File: config.mk
export PLATFORM = sky130hd
export DESIGN_NAME = pwrgood_strap_top
export DESIGN_NICKNAME = d
export VERILOG_FILES = /design/src/rtl/strap_pkg.sv /design/src/rtl/pg_sync.sv /design/src/rtl/powerup_fsm.sv /design/src/rtl/strap_latch.sv /design/src/rtl/mode_decode.sv /design/src/rtl/pwrgood_strap_top.sv
export SDC_FILE = /design/constraint.sdc
export NUM_CORES = 1
export LEC_CHECK = 0
export ABC_AREA = 1
export ABC_CLOCK_PERIOD_IN_PS = 1500
export CAP_MARGIN = 10
export CORE_ASPECT_RATIO = 0.5
export CORE_UTILIZATION = 41
export DETAILED_ROUTE_END_ITERATION = 10
export PLACE_DENSITY_LB_ADDON = 0.05
export REMOVE_ABC_BUFFERS = 1
export SLEW_MARGIN = 10
export SYNTH_ARGS = -nofsm -noshare
export SYNTH_HDL_FRONTEND = slang
export SYNTH_SLANG_ARGS = --single-unit
File: constraint.sdc
create_clock -name clk -period 1.5 [get_ports clk]
set_clock_uncertainty 0.1 [all_clocks]
set_input_delay 0.45 -clock clk [delete_from_list [all_inputs] [get_ports clk]]
set_output_delay 0.45 -clock clk [all_outputs]
set_load 0.01 [all_outputs]
File: src/rtl/strap_pkg.sv
// Shared types for the power-good strap capture block.
// Assumes the top select arrives already resolved into a 2-bit level code.
package strap_pkg;
    typedef enum logic [2:0] {
        ST_WAIT   = 3'd0,
        ST_DELAY  = 3'd1,
        ST_SAMPLE = 3'd2,
        ST_VCO    = 3'd3,
        ST_ON     = 3'd4
    } pwr_state_t;

    typedef enum logic [1:0] {
        MD_INTERNAL = 2'd0,
        MD_BUFFERED = 2'd1,
        MD_HIZ      = 2'd2,
        MD_TEST     = 2'd3
    } clk_mode_t;

    localparam logic [1:0] LVL_LOW  = 2'b00;
    localparam logic [1:0] LVL_MID  = 2'b01;
    localparam logic [1:0] LVL_HIGH = 2'b10;

    typedef struct packed {
        logic [1:0] top;
        logic [1:0] low;
        logic       mult;
    } strap_t;

    localparam int STRAP_W = $bits(strap_t);
endpackage

File: src/rtl/pg_sync.sv
// Synchronises the asynchronous active-low power-good strobe.
// Assumes STAGES >= 2; the chain resets to the inactive (high) level.
module pg_sync #(
    parameter int STAGES = 2
) (
    input  logic clk,
    input  logic rst_n,
    input  logic pg_n,
    output logic pg_seen
);
    logic [STAGES-1:0] chain;

    // first stage samples the raw strobe
    always_ff @(posedge clk) begin
        if (!rst_n) chain[0] <= 1'b1;
        else        chain[0] <= pg_n;
    end

    genvar g;
    generate
        for (g = 1; g < STAGES; g++) begin : g_stage
            // each later stage re-times the previous one
            always_ff @(posedge clk) begin
                if (!rst_n) chain[g] <= 1'b1;
                else        chain[g] <= chain[g-1];
            end
        end
    endgenerate

    assign pg_seen = ~chain[STAGES-1];
endmodule

File: src/rtl/powerup_fsm.sv
// Power-up sequencer: wait for power good, settle, sample, start VCO, enable.
// Assumes DELAY_TICKS and VCO_TICKS are at least 1; the final state holds until reset.
module powerup_fsm
    import strap_pkg::*;
#(
    parameter int DELAY_TICKS = 3580,
    parameter int VCO_TICKS   = 256
) (
    input  logic       clk,
    input  logic       rst_n,
    input  logic       pg_seen,
    output pwr_state_t state,
    output logic       sample_pulse,
    output logic       vco_en
);
    localparam int MAX_TICKS = (DELAY_TICKS > VCO_TICKS) ? DELAY_TICKS : VCO_TICKS;
    localparam int CNT_W     = $clog2(MAX_TICKS + 1);
    localparam logic [CNT_W-1:0] DLY_LAST = CNT_W'(DELAY_TICKS - 1);
    localparam logic [CNT_W-1:0] VCO_LAST = CNT_W'(VCO_TICKS - 1);

    pwr_state_t       state_q, state_d;
    logic [CNT_W-1:0] cnt_q, cnt_d;

    // next-state and window counter logic
    always_comb begin
        state_d = state_q;
        cnt_d   = cnt_q;
        unique case (state_q)
            ST_WAIT: begin
                if (pg_seen) begin
                    state_d = ST_DELAY;
                    cnt_d   = '0;
                end
            end
            ST_DELAY: begin
                if (cnt_q == DLY_LAST) begin
                    state_d = ST_SAMPLE;
                    cnt_d   = '0;
                end else begin
                    cnt_d = cnt_q + 1'b1;
                end
            end
            ST_SAMPLE: begin
                state_d = ST_VCO;
                cnt_d   = '0;
            end
            ST_VCO: begin
                if (cnt_q == VCO_LAST) begin
                    state_d = ST_ON;
                    cnt_d   = '0;
                end else begin
                    cnt_d = cnt_q + 1'b1;
                end
            end
            ST_ON:   state_d = ST_ON;
            default: state_d = ST_WAIT;
        endcase
    end

    // state and counter registers
    always_ff @(posedge clk) begin
        if (!rst_n) begin
            state_q <= ST_WAIT;
            cnt_q   <= '0;
        end else begin
            state_q <= state_d;
            cnt_q   <= cnt_d;
        end
    end

    assign state        = state_q;
    assign sample_pulse = (state_q == ST_SAMPLE);
    assign vco_en       = (state_q == ST_VCO) || (state_q == ST_ON);
endmodule

File: src/rtl/strap_latch.sv
// One-shot strap capture register.
// Assumes the straps are stable during the sample state; reset is the only way to re-arm.
module strap_latch
    import strap_pkg::*;
(
    input  logic   clk,
    input  logic   rst_n,
    input  logic   sample_pulse,
    input  strap_t straps_in,
    output strap_t straps_q,
    output logic   captured
);
    // capture once, then hold
    always_ff @(posedge clk) begin
        if (!rst_n) begin
            straps_q <= '0;
            captured <= 1'b0;
        end else if (sample_pulse && !captured) begin
            straps_q <= straps_in;
            captured <= 1'b1;
        end
    end
endmodule

File: src/rtl/mode_decode.sv
// Decodes the latched straps into mode, CPU code, error flag and group ratios.
// Assumes the inputs come from registers; the outputs read as high-impedance until capture.
module mode_decode
    import strap_pkg::*;
#(
    parameter int DIV_W = 4
) (
    input  strap_t     straps,
    input  logic       captured,
    output clk_mode_t  mode,
    output logic [1:0] cpu_code,
    output logic       err_reserved,
    output logic [DIV_W-1:0] div_cpu,
    output logic [DIV_W-1:0] div_grp66,
    output logic [DIV_W-1:0] div_pci,
    output logic [DIV_W-1:0] div_ref,
    output logic [DIV_W-1:0] div_usb
);
    localparam int NGRP = 5;
    // ratio per group, index order: cpu, grp66, pci, ref, usb
    localparam int RUN_RATIO  [NGRP] = '{1, 1, 2, 1, 1};
    localparam int TEST_RATIO [NGRP] = '{2, 4, 8, 1, 2};

    logic [DIV_W-1:0] ratio [NGRP];

    // mode, CPU code and reserved-code classification
    always_comb begin
        mode         = MD_HIZ;
        cpu_code     = 2'b00;
        err_reserved = 1'b0;
        if (captured) begin
            unique case (straps.top)
                LVL_LOW: begin
                    mode     = MD_INTERNAL;
                    cpu_code = straps.low;
                end
                LVL_HIGH: begin
                    mode     = MD_BUFFERED;
                    cpu_code = straps.low;
                end
                LVL_MID: begin
                    if (straps.low == 2'b01) begin
                        mode     = MD_TEST;
                        cpu_code = 2'b10;
                    end else if (straps.low != 2'b00) begin
                        err_reserved = 1'b1;
                    end
                end
                default: err_reserved = 1'b1;
            endcase
        end
    end

    genvar g;
    generate
        for (g = 0; g < NGRP; g++) begin : g_ratio
            // ratio of one output group for the decoded mode
            always_comb begin
                unique case (mode)
                    MD_TEST:                  ratio[g] = DIV_W'(TEST_RATIO[g]);
                    MD_INTERNAL, MD_BUFFERED: ratio[g] = DIV_W'(RUN_RATIO[g]);
                    default:                  ratio[g] = '0;
                endcase
            end
        end
    endgenerate

    assign div_cpu   = ratio[0];
    assign div_grp66 = ratio[1];
    assign div_pci   = ratio[2];
    assign div_ref   = ratio[3];
    assign div_usb   = ratio[4];
endmodule

File: src/rtl/pwrgood_strap_top.sv
// Top of the power-good strap capture and clock mode decoder.
// Assumes straps are settled by the end of the delay window and that pg_n is asynchronous.
module pwrgood_strap_top
    import strap_pkg::*;
#(
    parameter int SYNC_STAGES = 2,
    parameter int DELAY_TICKS = 3580,
    parameter int VCO_TICKS   = 256,
    parameter int DIV_W       = 4
) (
    input  logic             clk,
    input  logic             rst_n,
    input  logic             pg_n,
    input  logic [1:0]       sel_top,
    input  logic [1:0]       sel_low,
    input  logic             mult_strap,
    output logic [2:0]       state,
    output logic             vco_en,
    output logic             outs_en,
    output logic             captured,
    output logic [4:0]       strap_status,
    output logic [1:0]       mode,
    output logic [1:0]       cpu_code,
    output logic             err_reserved,
    output logic [DIV_W-1:0] div_cpu,
    output logic [DIV_W-1:0] div_grp66,
    output logic [DIV_W-1:0] div_pci,
    output logic [DIV_W-1:0] div_ref,
    output logic [DIV_W-1:0] div_usb
);
    logic       pg_seen;
    logic       sample_pulse;
    pwr_state_t st;
    strap_t     straps_raw, straps_q;
    clk_mode_t  mode_e;

    assign straps_raw = '{top: sel_top, low: sel_low, mult: mult_strap};

    pg_sync #(.STAGES(SYNC_STAGES)) u_sync (
        .clk(clk), .rst_n(rst_n), .pg_n(pg_n), .pg_seen(pg_seen)
    );

    powerup_fsm #(.DELAY_TICKS(DELAY_TICKS), .VCO_TICKS(VCO_TICKS)) u_fsm (
        .clk(clk), .rst_n(rst_n), .pg_seen(pg_seen),
        .state(st), .sample_pulse(sample_pulse), .vco_en(vco_en)
    );

    strap_latch u_latch (
        .clk(clk), .rst_n(rst_n), .sample_pulse(sample_pulse),
        .straps_in(straps_raw), .straps_q(straps_q), .captured(captured)
    );

    mode_decode #(.DIV_W(DIV_W)) u_dec (
        .straps(straps_q), .captured(captured), .mode(mode_e),
        .cpu_code(cpu_code), .err_reserved(err_reserved),
        .div_cpu(div_cpu), .div_grp66(div_grp66), .div_pci(div_pci),
        .div_ref(div_ref), .div_usb(div_usb)
    );

    // port-level views of the internal enums and the output gate
    always_comb begin
        state        = st;
        mode         = mode_e;
        strap_status = straps_q;
        outs_en      = (st == ST_ON) && (mode_e != MD_HIZ);
    end
endmodule

Word-level counts from Yosys, hierarchy flattened
Cells that the tools add are included.
{"block": "word_totals", "input_bits": 8, "register_bits": 23}
{"block": "op_classes", "add_sub_neg": 1, "n_eq_ne": 15, "muxes": 22, "n_reduce_logical": 14}
{"op": "$pmux 12 s4", "n": 1}
{"op": "$mux 12", "n": 3}
{"op": "$pmux 3 s5", "n": 1}
{"op": "$add 12x1->12 const B", "n": 1}
{"op": "$eq 12x12->1 const B", "n": 1}
{"op": "$eq 12x8->1 const B", "n": 1}
{"op": "$mux 3", "n": 3}
{"op": "$pmux 2 s2", "n": 2}
{"op": "$pmux 4 s2", "n": 1}
{"op": "$eq 2x1->1 const B", "n": 3}
{"op": "$eq 3x2->1 const B", "n": 2}
{"op": "$mux 2", "n": 3}
{"op": "$pmux 2 s3", "n": 1}
{"op": "$pmux 3 s2", "n": 1}
{"op": "$mux 1", "n": 5}
{"op": "$eq 2x2->1 const B", "n": 2}
{"op": "$logic_not 2->1", "n": 2}
{"op": "$ne 2x1->1 const B", "n": 2}
{"op": "$ne 2x2->1 const B", "n": 2}
{"op": "$reduce_bool 4->1", "n": 1}
{"op": "$reduce_or 2->1", "n": 2}
{"op": "$eq 3x1->1 const B", "n": 1}
{"op": "$eq 3x3->1 const B", "n": 1}
{"op": "$logic_not 3->1", "n": 1}
{"op": "8 further kinds", "n": 9}

Depth between registers and ports, before layout
Gate-level depths: netlist (run 1).
{"block": "depth", "word_depth": 7, "depth_mapped": 10, "ltp_nobuf": 10}

Modules after synthesis
A second synthesis (run 1) with hierarchy kept.
{"block": "unflattened", "hier_cells": 231, "hier_area_um2": 1483.9}
{"mod": "powerup_fsm", "cells_per_inst": 150, "seq_area_each_um2": 300.3, "area_each_um2": 957.2, "instances": 1}
{"mod": "strap_latch", "cells_per_inst": 35, "seq_area_each_um2": 120.1, "area_each_um2": 241.5, "instances": 1}
{"mod": "mode_decode", "cells_per_inst": 34, "seq_area_each_um2": 0.0, "area_each_um2": 207.7, "instances": 1}
{"mod": "pg_sync", "cells_per_inst": 7, "seq_area_each_um2": 40.0, "area_each_um2": 58.8, "instances": 1}
{"mod": "pwrgood_strap_top", "cells_per_inst": 5, "seq_area_each_um2": 0.0, "area_each_um2": 18.8, "instances": 1}

Worst setup path before layout (run 1)
OpenSTA, ideal clock, no wires.
{"block": "synth_timing", "path_type": "register to output", "startpoint": "register, netlist name u_latch.straps_q[1]", "endpoint": "output port outs_en", "slack_ps": -598, "path_stages_with_launch": 5, "t_arrival_ps": 1548, "required_time_ps": 950, "n_path_buf": 0, "path_cell_list": "dfxtp_1 -> inv_1 -> nor4_1 -> inv_1 -> a21oi_1"}
{"block": "synth_via", "elab_chain_len": 6}
{"element": "$eq 2x1->1", "line": "mode_decode.sv:42", "text": "if (straps.low == 2'b01) begin"}
{"element": "$mux 1", "line": "mode_decode.sv:42"}
{"element": "$pmux 2 s3", "line": "mode_decode.sv:32", "text": "unique case (straps.top)"}
{"element": "$mux 2", "line": "mode_decode.sv:31", "text": "if (captured) begin"}
{"element": "$ne 2x2->1", "line": "pwrgood_strap_top.sv:65", "text": "outs_en = (st == ST_ON) && (mode_e != MD_HIZ);"}
{"element": "$logic_and 1x1->1", "line": "pwrgood_strap_top.sv:65"}
{"element": "to (decl)", "line": "pwrgood_strap_top.sv:19", "text": "output logic outs_en,"}
No other way between the ends.

Final worst setup path (run 1)
{"block": "layout_timing", "startpoint": "register, netlist name u_latch.straps_q[4]", "endpoint": "output port div_cpu[1]"}
{"block": "layout_via", "elab_chain_len": 6}
{"element": "$eq 2x1->1, or another cell as far along", "line": "mode_decode.sv:32"}
{"element": "$pmux 2 s3 *", "line": "mode_decode.sv:32"}
{"element": "$mux 2 *", "line": "mode_decode.sv:31"}
{"element": "$eq 2x1->1 or $logic_not 2->1 (tied branches)", "line": "mode_decode.sv:59", "text": "unique case (mode)"}
{"element": "$reduce_or 2->1", "line": "mode_decode.sv:59"}
{"element": "$pmux 2 s2 *", "line": "mode_decode.sv:59"}
{"element": "to (decl)", "line": "pwrgood_strap_top.sv:25", "text": "output logic [DIV_W-1:0] div_cpu,"}
Mark *: on every way between the ends. The rest lies on a longest branch, timed or not.

==> results of run 1 <==
## path summary, 6_finish.rpt
check | startpoint | endpoint | slack, ns
max | u_latch.straps_q[4] | div_cpu[1] | -0.36
min | u_sync.chain[0] | u_sync.chain[1] | 0.33
max reg2reg | u_fsm.cnt_q[0] | u_fsm.cnt_q[2] | -0.01
min reg2reg | u_sync.chain[0] | u_sync.chain[1] | 0.33
## registers in the layout, summed over array words and instances, names as in the netlist
name,flops
u_fsm.cnt_q,12
u_fsm.state,3
u_latch.captured,1
u_latch.straps_q,5
u_sync.chain,2
## power by group
group | total, µW | internal, µW | switching [µW]
clock network | 396 | 186 | 210
registers | 633 | 621 | 12.0
logic | 222 | 105 | 117
## per-stage QoR
step / cell area [µm²] / worst slack, ns / hold WS, ns / std cells / setup TNS, ns
detailed placement: 1861 / -0.6059 / 0.3088 / 292 / -7.011
finish: 2187 / -0.3587 / 0.3251 / 307 / -4.040
CTS: 2041 / -0.4485 / 0.3301 / 304 / -4.561
global placement: 1861 / -0.5681 / 0.2971 / 292 / -6.873
global route: 2187 / -0.4370 / 0.3449 / 307 / -5.738
floorplan: 1227 / -1.284 / 0.2925 / 185 / -9.112
## synthesized netlist by cell type, drive strengths merged
master / n / share of area
nand2: 39 / 0.12
nor2: 34 / 0.11
inv: 24 / 0.068
dfxtp: 23 / 0.35
buf: 18 / 0.10
a21oi: 14 / 0.061
nand3: 13 / 0.057
o21ai: 11 / 0.042
nand4: 5 / 0.024
xor2: 3 / 0.020
or2: 2 / 0.0094
a31oi: 1 / 0.0047
clkbuf: 1 / 0.0028
conb: 1 / 0.0028
ha: 1 / 0.0094
nor3: 1 / 0.0038
nor4: 1 / 0.0047
o21bai: 1 / 0.014
xnor2: 1 / 0.0066
## layer usage
| layer | routed length (µm) | vias up |
|---|---|---|
| li1 | - | 739 |
| met1 | 1614 | 663 |
| met2 | 1710 | 58 |
| met3 | 270 | 2 |
| met4 | 9 | 0 |
| met5 | 0 | - |
## cells in the final DEF, fill, tap and decap left out, types with 3 or more instances in the layout
cell / synthesis / final
sky130_fd_sc_hd__dfxtp_1: 23 / 12
sky130_fd_sc_hd__clkbuf_8: 0 / 3
sky130_fd_sc_hd__nand3_1: 11 / 10
sky130_fd_sc_hd__nor2_1: 31 / 21
sky130_fd_sc_hd__inv_1: 22 / 18
sky130_fd_sc_hd__nand2_4: 0 / 4
sky130_fd_sc_hd__clkdlybuf4s50_1: 0 / 7
sky130_fd_sc_hd__buf_2: 1 / 11
sky130_fd_sc_hd__o21ai_1: 2 / 4
sky130_fd_sc_hd__nand4_1: 5 / 5
sky130_fd_sc_hd__inv_2: 2 / 4
sky130_fd_sc_hd__o21ai_0: 9 / 6
sky130_fd_sc_hd__nand2_1: 35 / 29
sky130_fd_sc_hd__a21oi_2: 0 / 4
sky130_fd_sc_hd__nand2_2: 4 / 5
sky130_fd_sc_hd__dfxtp_2: 0 / 9
sky130_fd_sc_hd__buf_6: 0 / 28
sky130_fd_sc_hd__a21oi_1: 13 / 9
sky130_fd_sc_hd__xor2_1: 3 / 3
sky130_fd_sc_hd__nor2_2: 2 / 8
sky130_fd_sc_hd__conb_1: 1 / 11
sky130_fd_sc_hd__buf_4: 17 / 30
sky130_fd_sc_hd__nor2_4: 1 / 5
## layout make-up
cell class                 instances  area, µm²  area share
timing repair buffer              78      679.4      0.3106
clock inverter                     1      5.005    0.002288
multi-input combinational        138      837.1      0.3827
clock buffer                       3      41.29     0.01888
sequential                        23      479.2      0.2191
tap                               40      50.05     0.02288
inverter                          24      95.09     0.04348
## logic make-up (layout without fill, tap and decap cells)
family / Yosys count / in the layout / share of synthesized area
AO/OA/AOI/OAI: 27 / 27 / 0.1217
XOR/XNOR: 4 / 4 / 0.02642
adder cells (fa/ha/maj): 1 / 1 / 0.009432
buffers and inverters: 43 / 106 / 0.1707
flip-flops: 23 / 23 / 0.3472
other: 1 / 11 / 0.002827
AND/OR/NAND/NOR: 95 / 95 / 0.3217
## repair_timing
| action | in CTS | in global routing |
|---|---|---|
| gates resized for setup | 142 | 42 |
| setup buffers | 10 | 3 |
| setup endpoints to repair | 34 | 35 |
| pin swaps | 10 | 11 |
==> impl_metrics.toml, run 1 <==
[status]
status = "finished, violations left"
violations = "setup timing"

[die]
io-pin-count = 44
initial_core_util = 0.4351
floorplan_core_area_um2 = 3048
die_area_um2 = 3480
std_cell_rows = 14
dieWidth_um = 82.44
fp.dieH_um = 42.22

[setup_path]
worst-path-buf-inv = 3
critical_path_depth = 4
data_arrival_at_the_endpoint_of_the_critical_path_ns = 1.31
timing.critical_path.slowest_stage_cell = "sky130_fd_sc_hd__dfxtp_2"
category_of_the_critical_setup_timing_path = "flop to output pin"
cp-start-kind = "flop"
critPathTopFamily = "buffers and inverters"
worst-path-max-fanout = 3
worst_setup_path_end_kind = "output pin"
max_stage_delay_ns = 0.34
cp_data_required_time_ns = 0.95
critPathMostFrequentCell = "sky130_fd_sc_hd__buf_6"
critical_path.cell_chain = "nor4_4 > buf_4 > buf_6 > buf_6"
rr_worst_depth = 8

[pwr]
power.leakage_uw = 0.0009975
report.power.total_uw = 1251
powerDensity_nw_per_um2 = 572.1
ir_worst_vdd_mv = 0.4111

[job]
maxCapViolCount = 0

[detailed_routing]
number_of_drc_markers_in_iteration_0 = 34
drt_pre_antenna_iters = 7
via_count = 1462
ant_nets = 0
drcViolationCount = 0
wl_per_cell_um = 11.74
route.detailed.vias_per_inst = 4.762
finalWirelength_um = 3605

[global_route]
grt_pass1_vias = 1284
maximum_number_of_pins_on_one_net_before_global_route_repair = 14
number_of_antenna_violations_at_the_first_check_in_global_routing = 0
global_route.overflow_total = 0
grt_usage = 0.2245
first_pass_grt_wire_length_um = 5830
grt_met1_use = 0.2909
grtUsageMet3 = 0.07826
global_route_layer_with_the_greatest_usage = "met2"
groute.layer.met2.usage = 0.3669

[timing]
fin_ws_ns = -0.3587
finalSetupViolations = 22
period_share = 1.239
final.min_clock_period_ns = 1.859
finalHoldViolations = 0
drv_slew = 0
grt_setup_unrepaired = "yes"
maximum_clock_frequency_mhz = 538.0

[clock_tree]
cts_hold_buf = 0
tritoncts = "done"
path_clk_slew_ns = 0.08
numClockSinks = 23
clockRootBuffer = "sky130_fd_sc_hd__clkbuf_8"
htree_num_levels = 1
insertion_delay_ns = 0.27
cts-root-to-sink-buffers = 2
cts_buffers = 3

[layout]
fillCellCount = 238
final_util = 0.7176
num-nets-final = 277
share_of_cells_above_drive_strength_1 = 0.4794
synthToLayoutAreaGrowth_pct = 64.91
num_antenna_cells = 0

[hold_path]
hold_path.class = "flop to flop"
worstHoldPathCells = 1

[placement]
finalWeightedCongestion = 0.8287
hpwlAfterDp_um = 2586
place.port_buffers = 32

[synth]
synth-warning-count = 0
synth.yosys.seq_area_share = 0.3472
ys_ff_latch = 23
postSynthCellCount = 194
cell_variety_after_synth = 27
syn_area_um2 = 1326
syn_avg_cell_area_um2 = 6.836
Power figures use the tool's default switching activity.
==> run 2: changes to the inputs <==
- ABC_CLOCK_PERIOD_IN_PS: 1500 -> 2400
- CORE_UTILIZATION: 41 -> 47
- DONT_BUFFER_PORTS: not set -> 1
- clock period: 1.5 -> 2.4 ns (I/O delays scaled with it)
==> run 2 against run 1 <==
  * Register-to-register slack gained 0.67 ns
  * First-iteration DRC count rose by 100%
  * The run now ends clean
  * Largest power group unchanged
  * Critical endpoint is now outs_en
  * Via count decreased by 23%
==> impl_metrics.toml, run 2 (synthesis results as in run 1) <==
[layout]
multi_input_comb_area_um2 = 683.2
mostFrequentLayoutCells = "sky130_fd_sc_hd__nand2_1 (35), sky130_fd_sc_hd__nor2_1 (31), sky130_fd_sc_hd__dfxtp_1 (23)"
most_frequent_standard_cell_in_the_layout_excluding_fill_and_tap_cells = "sky130_fd_sc_hd__nand2_1"
sequential_cell_area_um2 = 460.4
synthToLayoutAreaGrowth_pct = 3.019
num-nets-final = 204
num_antenna_cells = 0
fillCellCount = 271
largest-register = "u_fsm.cnt_q"
largest_register_ffs = 12
final-instance-count-excl-fill = 231
share_of_cells_above_drive_strength_1 = 0.1289

[setup_path]
worst-path-max-fanout = 4
worst_setup_path_end_kind = "output pin"
max_stage_delay_ns = 0.39
data_arrival_at_the_endpoint_of_the_critical_path_ns = 1.39
worst-path-buf-inv = 2
critPathMostFrequentCell = "sky130_fd_sc_hd__inv_1"
crit_path_start = "u_latch.straps_q[1]"
critical_path.cell_chain = "inv_1 > nor4_2 > inv_1 > a21oi_1"
cp-start-kind = "flop"
cp_data_required_time_ns = 1.58
critical_path.reg2reg.startpoint = "u_fsm.cnt_q[0]"
critPathTopFamily = "flip-flops"
timing.critical_path.slowest_stage_cell = "sky130_fd_sc_hd__dfxtp_1"
category_of_the_critical_setup_timing_path = "flop to output pin"

[placement]
detailedPlace.worstSlack_ns = 0.4989
dp.cells = 227
finalWeightedCongestion = 0.8405
place.port_buffers = 0
hpwlAfterDp_um = 2001

[detailed_routing]
drt_pre_antenna_iters = 4
via_count = 1133
route.detailed.vias_per_inst = 4.905
wl_per_cell_um = 11.42
number_of_drc_markers_in_iteration_0 = 68
finalWirelength_um = 2639
ant_nets = 0
drcViolationCount = 0

[clock_tree]
clockRootBuffer = "sky130_fd_sc_hd__clkbuf_8"
htree_num_levels = 1
cts_setup_buffers = 0
cts_resized = 0
path_clk_slew_ns = 0.09
insertion_delay_ns = 0.27
cts_buffers = 3
cts_hold_buf = 0
cts-root-to-sink-buffers = 2
tritoncts = "done"
numClockSinks = 23

[global_route]
grt_usage = 0.1879
grt_pass1_vias = 904
number_of_antenna_violations_at_the_first_check_in_global_routing = 0
global_route.overflow_total = 0
first_pass_grt_wire_length_um = 4181
maximum_number_of_pins_on_one_net_before_global_route_repair = 15

[timing]
drv_slew = 0
final.min_clock_period_ns = 2.213
finalSetupViolations = 0
whs_ns = 0.3232
finalHoldViolations = 0
period_share = 0.9221
fin_ws_ns = 0.1870
maximum_clock_frequency_mhz = 451.9
grt_setup_unrepaired = "no"

[pwr]
powerDensity_nw_per_um2 = 522.9
power.leakage_uw = 0.0005351
ir_worst_vdd_mv = 0.2575

[job]
maxCapViolCount = 0

[die]
std_cell_rows = 13
io-pin-count = 44
fp.dieH_um = 39.56
dieWidth_um = 77.13
initial_core_util = 0.5033
die_area_um2 = 3051
floorplan_core_area_um2 = 2635

[status]
status = "complete, no violations"

[hold_path]
min_from = "u_sync.chain[0]"
hold_path.class = "flop to flop"
run 2: cell count changes in the layout (fill, tap and decap cells not counted), moves of 6 or more:
cell | previous run | this run
sky130_fd_sc_hd__buf_2 | 11 | 0
sky130_fd_sc_hd__buf_4 | 30 | 5
sky130_fd_sc_hd__buf_6 | 28 | 0
sky130_fd_sc_hd__clkdlybuf4s50_1 | 7 | 0
sky130_fd_sc_hd__dfxtp_1 | 12 | 23
sky130_fd_sc_hd__dfxtp_2 | 9 | 0
sky130_fd_sc_hd__nand2_1 | 29 | 35
sky130_fd_sc_hd__nor2_1 | 21 | 31
sky130_fd_sc_hd__nor2_2 | 8 | 2
run 2: final timing paths:
| kind | slack, ns | depth (start not counted) | to |
|---|---|---|---|
| worst max-delay path | 0.19 | 4 | outs_en |
| worst min-delay path | 0.32 | 1 | u_sync.chain[1] |
| worst max register to register | 0.66 | 8 | u_fsm.cnt_q[8] |
| worst min register to register | 0.32 | 1 | u_sync.chain[1] |
run 2: per-stage QoR:
stage | total power (µW) | area, µm² | setup TNS, ns | util
floorplan | 453.5 | 1227 | -2.960 | -
global placement | 466.5 | 1318 | 0 | 0.5000
detailed placement | 466.7 | 1318 | 0 | 0.5000
CTS | 724.9 | 1366 | 0 | 0.5185
global route | 749.4 | 1366 | 0 | 0.5185
finish | 714.5 | 1366 | 0 | 0.5185
run 2: worst reg2reg max path: stages (launching register included):
cell and delay [ns]:
sky130_fd_sc_hd__dfxtp_1 0.38, sky130_fd_sc_hd__ha_1 0.30, sky130_fd_sc_hd__nand2_2 0.11, sky130_fd_sc_hd__nor2_4 0.12, sky130_fd_sc_hd__nand2_2 0.10, sky130_fd_sc_hd__o21bai_4 0.15
sky130_fd_sc_hd__nand3_2 0.12, sky130_fd_sc_hd__nand2_2 0.18, sky130_fd_sc_hd__nor2_1 0.06
run 2: cell type report:
type,instances,area share
Tap cell,37,0.03388
Timing Repair Buffer,5,0.02747
Sequential cell,23,0.3370
Clock buffer,3,0.03022
Multi-Input combinational cell,138,0.5000
Clock inverter,1,0.005495
Inverter,24,0.06593
run 2: power by group:
group	total (µW)	switching [µW]	internal, µW	leakage [µW]
logic	60.2	43.8	16.5	0.000327
registers	398	9.06	389	0.000186
clock network	257	139	118	0.0000217
run 2: metal layers:
| metal | vias up | track usage | share of wire |
|---|---|---|---|
| li1 | 586 | - | - |
| met2 | 54 | 0.3075 | 0.41 |
| met1 | 488 | 0.2354 | 0.51 |
| met4 | 0 | 0.05660 | 0.011 |
| met3 | 5 | 0.06744 | 0.072 |
| met5 | - | 0 | 0 |
